--- config.mk ---
export PLATFORM = sky130hd
export DESIGN_NAME = alrm_irq_top
export DESIGN_NICKNAME = d
export VERILOG_FILES = /design/src/rtl/alrm_irq_pkg.sv /design/src/rtl/alrm_rst_sync.sv /design/src/rtl/alrm_field_match.sv /design/src/rtl/alrm_compare.sv /design/src/rtl/alrm_flag_reg.sv /design/src/rtl/alrm_irq_top.sv
export SDC_FILE = /design/constraint.sdc
export NUM_CORES = 1
export LEC_CHECK = 0
export ABC_AREA = 1
export BUFFER_PORTS_ARGS = -buffer_cell sky130_fd_sc_hd__buf_4
export CAP_MARGIN = 5
export CORE_ASPECT_RATIO = 1.1
export CORE_MARGIN = 5
export CORE_UTILIZATION = 45
export CTS_CLUSTER_SIZE = 30
export DETAILED_ROUTE_END_ITERATION = 7
export PLACE_DENSITY = 0.82
export SKIP_LAST_GASP = 1
export SLEW_MARGIN = 20
export SYNTH_ARGS = -nofsm -noshare
export SYNTH_HDL_FRONTEND = slang
export SYNTH_SLANG_ARGS = --single-unit
--- constraint.sdc ---
create_clock -name clk_i -period 0.95 [get_ports clk_i]
set_input_delay 0.1425 -clock clk_i [delete_from_list [all_inputs] [get_ports clk_i]]
set_output_delay 0.1425 -clock clk_i [all_outputs]
set_load 0.1 [all_outputs]
--- src/rtl/alrm_irq_pkg.sv ---
package alrm_irq_pkg;
  localparam int BYTE_W  = 8;
  localparam int FIELD_N = 3;
  localparam int BIT_SUM = 7;
  localparam int BIT_PER = 6;
  localparam int BIT_ALM = 5;
  localparam int BIT_UPD = 4;

  typedef struct packed {
    logic per;
    logic alm;
    logic upd;
  } evt_t;

  function automatic logic is_wild(input logic [BYTE_W-1:0] v);
    return &v[BYTE_W-1 -: 2];
  endfunction
endpackage

--- src/rtl/alrm_rst_sync.sv ---
module alrm_rst_sync #(
  parameter int STAGES = 2
) (
  input  logic clk_i,
  input  logic rst_ni,
  output logic rst_no
);
  logic [STAGES-1:0] pipe_q;
  logic [STAGES-1:0] pipe_d;

  always_comb begin
    pipe_d = {pipe_q[STAGES-2:0], 1'b1};
  end

  always_ff @(posedge clk_i or negedge rst_ni) begin
    if (!rst_ni) pipe_q <= '0;
    else         pipe_q <= pipe_d;
  end

  assign rst_no = pipe_q[STAGES-1];
endmodule

--- src/rtl/alrm_field_match.sv ---
module alrm_field_match
  import alrm_irq_pkg::*;
(
  input  logic [BYTE_W-1:0] alarm_i,
  input  logic [BYTE_W-1:0] now_i,
  output logic              hit_o
);
  always_comb begin
    hit_o = is_wild(alarm_i) || (alarm_i == now_i);
  end
endmodule

--- src/rtl/alrm_compare.sv ---
module alrm_compare
  import alrm_irq_pkg::*;
#(
  parameter int ADDR_W = 4
) (
  input  logic                           clk_i,
  input  logic                           rst_ni,
  input  logic                           wr_en_i,
  input  logic [ADDR_W-1:0]              wr_addr_i,
  input  logic [BYTE_W-1:0]              wr_data_i,
  input  logic [FIELD_N-1:0][BYTE_W-1:0] now_i,
  input  logic                           tick_i,
  output logic                           alm_evt_o
);
  logic [FIELD_N-1:0] hit;

  for (genvar g = 0; g < FIELD_N; g++) begin : g_field
    localparam logic [ADDR_W-1:0] SLOT = ADDR_W'(2 * g + 1);
    logic              load_en;
    logic [BYTE_W-1:0] alarm_d;
    logic [BYTE_W-1:0] alarm_q;

    always_comb begin
      load_en = wr_en_i && (wr_addr_i == SLOT);
      alarm_d = load_en ? wr_data_i : alarm_q;
    end

    always_ff @(posedge clk_i or negedge rst_ni) begin
      if (!rst_ni) alarm_q <= '0;
      else         alarm_q <= alarm_d;
    end

    alrm_field_match u_match (
      .alarm_i (alarm_q),
      .now_i   (now_i[g]),
      .hit_o   (hit[g])
    );
  end

  always_comb begin
    alm_evt_o = tick_i && (&hit);
  end
endmodule

--- src/rtl/alrm_flag_reg.sv ---
module alrm_flag_reg
  import alrm_irq_pkg::*;
(
  input  logic              clk_i,
  input  logic              rst_ni,
  input  evt_t              evt_i,
  input  evt_t              en_i,
  input  logic              rd_i,
  output logic [BYTE_W-1:0] flag_o,
  output logic              req_o
);
  logic [2:0] flags_q;
  logic [2:0] flags_d;
  logic [2:0] kept;

  always_comb begin
    kept    = rd_i ? 3'b000 : flags_q;
    flags_d = kept | evt_i;
  end

  always_ff @(posedge clk_i or negedge rst_ni) begin
    if (!rst_ni) flags_q <= '0;
    else         flags_q <= flags_d;
  end

  always_comb begin
    req_o                     = |(flags_q & en_i);
    flag_o                    = '0;
    flag_o[BIT_SUM]           = req_o;
    flag_o[BIT_PER:BIT_UPD]   = flags_q;
  end
endmodule

--- src/rtl/alrm_irq_top.sv ---
module alrm_irq_top
  import alrm_irq_pkg::*;
#(
  parameter int ADDR_W      = 4,
  parameter int SYNC_STAGES = 2
) (
  input  logic              clk_i,
  input  logic              rst_ni,
  input  logic              wr_en_i,
  input  logic [ADDR_W-1:0] wr_addr_i,
  input  logic [7:0]        wr_data_i,
  input  logic [7:0]        sec_i,
  input  logic [7:0]        min_i,
  input  logic [7:0]        hour_i,
  input  logic              tick_i,
  input  logic              per_evt_i,
  input  logic              upd_evt_i,
  input  logic [2:0]        irq_en_i,
  input  logic              flag_rd_i,
  output logic [7:0]        flag_o,
  output logic              irq_no
);
  logic                           rst_n_sync;
  logic [FIELD_N-1:0][BYTE_W-1:0] now;
  logic                           alm_evt;
  logic                           req;
  evt_t                           evt;
  evt_t                           en;

  alrm_rst_sync #(.STAGES(SYNC_STAGES)) u_rst (
    .clk_i  (clk_i),
    .rst_ni (rst_ni),
    .rst_no (rst_n_sync)
  );

  always_comb begin
    now[0] = sec_i;
    now[1] = min_i;
    now[2] = hour_i;
  end

  alrm_compare #(.ADDR_W(ADDR_W)) u_cmp (
    .clk_i     (clk_i),
    .rst_ni    (rst_n_sync),
    .wr_en_i   (wr_en_i),
    .wr_addr_i (wr_addr_i),
    .wr_data_i (wr_data_i),
    .now_i     (now),
    .tick_i    (tick_i),
    .alm_evt_o (alm_evt)
  );

  always_comb begin
    evt.per = per_evt_i;
    evt.alm = alm_evt;
    evt.upd = upd_evt_i;
    en      = evt_t'(irq_en_i);
  end

  alrm_flag_reg u_flags (
    .clk_i  (clk_i),
    .rst_ni (rst_n_sync),
    .evt_i  (evt),
    .en_i   (en),
    .rd_i   (flag_rd_i),
    .flag_o (flag_o),
    .req_o  (req)
  );

  assign irq_no = ~req;
endmodule

==> metrics.yaml <==
initial_core_util_pct: 47.2
synth.top_cell.area_share_pct: 45.8
worstPathRequired_ns: 0.81
grt_antenna_before_repair: 0
cts_tree: "built"
drt-vias-per-instance: 4.48
synth_seq_cells: 29
antenna_left: 0
grt-ovfl-total: 0
rsz0062_at_grt: "true"
remaining_drc_errors: 0
maxCapViolCount: 0
ys_types: 18
setup_slack_ns: -0.438
die_h_um: 72.2
period_needed_ns: 1.39
vias: 1388
endpoint_kind: "output pin"
setup-tns-final_ns: -2.07
clkSlewWorstSetupHoldPaths_ns: 0.10
grt_pass1_wl_um: 5690
crit_family: "flip-flops"
synth_top_cell_by_area: "dfrtp_1"
cts-root-buf: "clkbuf_4"
post-dp-hpwl_um: 2740
cts_sinks: 29
fin_util_pct: 69.3
hold_path_class: "input port to flop"
critPathBufInv: 2
multiInputGateArea_um2: 771
seq_area_frac_synth_pct: 45.8
synth-async-reset-ratio_pct: 100
fp.dieArea_mm2: 0.00481
synth-edff-count: 0
yosysMostFrequentCell: "nand2_1"
cts_buffers: 5
fin_crit_sh_pct: 146
wl_per_cell_um: 11.6
first_global_vias: 1273
slowest_stage: "dfrtp_4"
initialDrtViolationCount: 26
grt_max_degree: 20
chipWidth_um: 66.6
ys_dominant_reg_cell: "dfrtp_1"
hold_viol: 0
syn_area_mm2: 0.00158
insertion_delay_ns: 0.34
nNetsFinal: 307
regArea_um2: 737
syn_avg_cell_area_um2: 8.43
holdWs_ns: 0.0540
first_pass_iters: 4
yosysWarnings: 0
cp.arrival_ns: 1.25
p_leak_nw: 1.22
critical_path_class: "flop to output pin"
power-per-cell-area_mw_per_mm2: 1600
io_buffer_count: 50
rows: 22
h-tree-depth: 2
nFillCells: 257
fmaxAchievable_mhz: 721
cpPeakStageDelay_ns: 0.50
core_mm2: 0.00336
violations: "negative setup slack"
syn_to_final_growth_pct: 46.9
clock_skew_ns: 0.0207
final_layout_size_suffix_gt1_share_pct: 40.8
synth_top_cells_by_count: "70 x nand2_1, 29 x dfrtp_1, 22 x inv_1"
peakVddDrop_mv: 0.972
critPathMaxFanout: 2
routed_wl_um: 3590
worstPathCellList: "nand2_4 -> nand3_4 -> clkinvlp_4 -> buf_12"
setup_violations: 6
drv_slew: 0
synth_cells: 188
outcome: "finished with violations"
synth_area_leaders: "dfrtp_1 46%, nand2_1 17%, xnor2_1 10%"
gp_congestion: 0.766
track_usage_pct: 16.2
antenna_cells: 0
pin_count: 55
cp-start-kind: "flop"
cts_buffer_depth: 2
worst paths after layout:
check	start	depth (start not counted)	end	slack (ns)
max in group asynchronous	u_rst.pipe_q[1]	1	u_cmp.g_field[0].alarm_q[1]	0.51
worst max register to register	u_cmp.g_field[2].alarm_q[3]	7	u_flags.flags_q[1]	-0.15
worst min-delay path	tick_i	3	u_flags.flags_q[1]	0.05
worst max-delay path	u_flags.flags_q[2]	4	irq_no	-0.44
worst min register to register	u_rst.pipe_q[1]	1	u_cmp.g_field[1].alarm_q[3]	0.18
min in group asynchronous	rst_ni	2	u_rst.pipe_q[0]	0.11
area by class of cell:
cell class	count	area share (%)
multi-input cells	132	33.1
flip-flops and latches	29	31.7
repair buffers	71	25.9
inverters	22	3.71
clock buffers	7	2.80
well taps	48	2.58
clock inverters	1	0.215
registers in the layout (all words and copies together) (netlist names):
signal / flops
u_rst.pipe_q: 2
u_cmp.g_field.alarm_q: 24
u_flags.flags_q: 3
routing by layer:
layer	GRT usage, %	routed length (um)
met1	17.9	1410
met2	27.5	1870
met3	4.95	207
met4	8.80	107
met5	0	0
metrics by stage:
step | std cells | power (mW) | worst slack (ns) | area (um^2)
2_1_floorplan | 191 | 2.39 | -0.386 | 1620
3_3_place_gp | 294 | 2.70 | -0.145 | 2100
3_5_place_dp | 294 | 2.75 | -0.167 | 2100
5_1_grt | 310 | 3.98 | -0.488 | 2330
4_1_cts | 307 | 3.68 | -0.444 | 2290
6_report | 310 | 3.73 | -0.438 | 2330
kinds of logic after synthesis:
family,synth area share [%]
AOI/OAI and AO/OA,12.2
xor gates and xnor gates,9.95
DFF,45.8
buffers and inverters,9.72
and+or+nand+nor,21.9
other,0.474
power by group:
part	internal, mW	switching, mW	leakage, nW	total (mW)
registers	1.46	0.168	0.361	1.62
clock network	0.428	0.430	0.0413	0.859
logic	0.628	0.615	0.820	1.24
worst register-to-register path, cell delays in order, from the launching register on:
cell     delay [ns]
dfrtp_1        0.41
xnor2_1        0.15
nand2_1        0.08
nor2_2         0.12
nand2_1        0.06
nand2_1        0.06
nand2_1        0.06
o21ai_1        0.11
layout by cell type (no fill, tap or decap):
cell type	n
conb_1	5
o21ai_2	14
a21o_1	2
clkbuf_4	5
xnor2_1	16
nand3_4	1
inv_1	21
clkinv_2	1
dlygate4sd3_1	3
o21ai_1	11
clkinvlp_4	1
xnor2_2	2
buf_12	5
dfrtp_4	3
nand2_4	3
nand4_2	1
nor2_4	1
buf_4	63
dfrtp_1	26
clkbuf_8	2
nor2_2	3
nor2_1	4
nand3b_4	1
nand2_1	67
nand2_2	1
timing repair:
item / in CTS / in global routing
buffers inserted: 2 / 3
pin swaps: 5 / 4
gates resized for setup: 18 / 2
endpoints found under the setup margin: 6 / 7
hold endpoints to repair: 4 / 0
hold buffers: 3 / 0
Note: power is estimated with default switching activity, not from simulation.
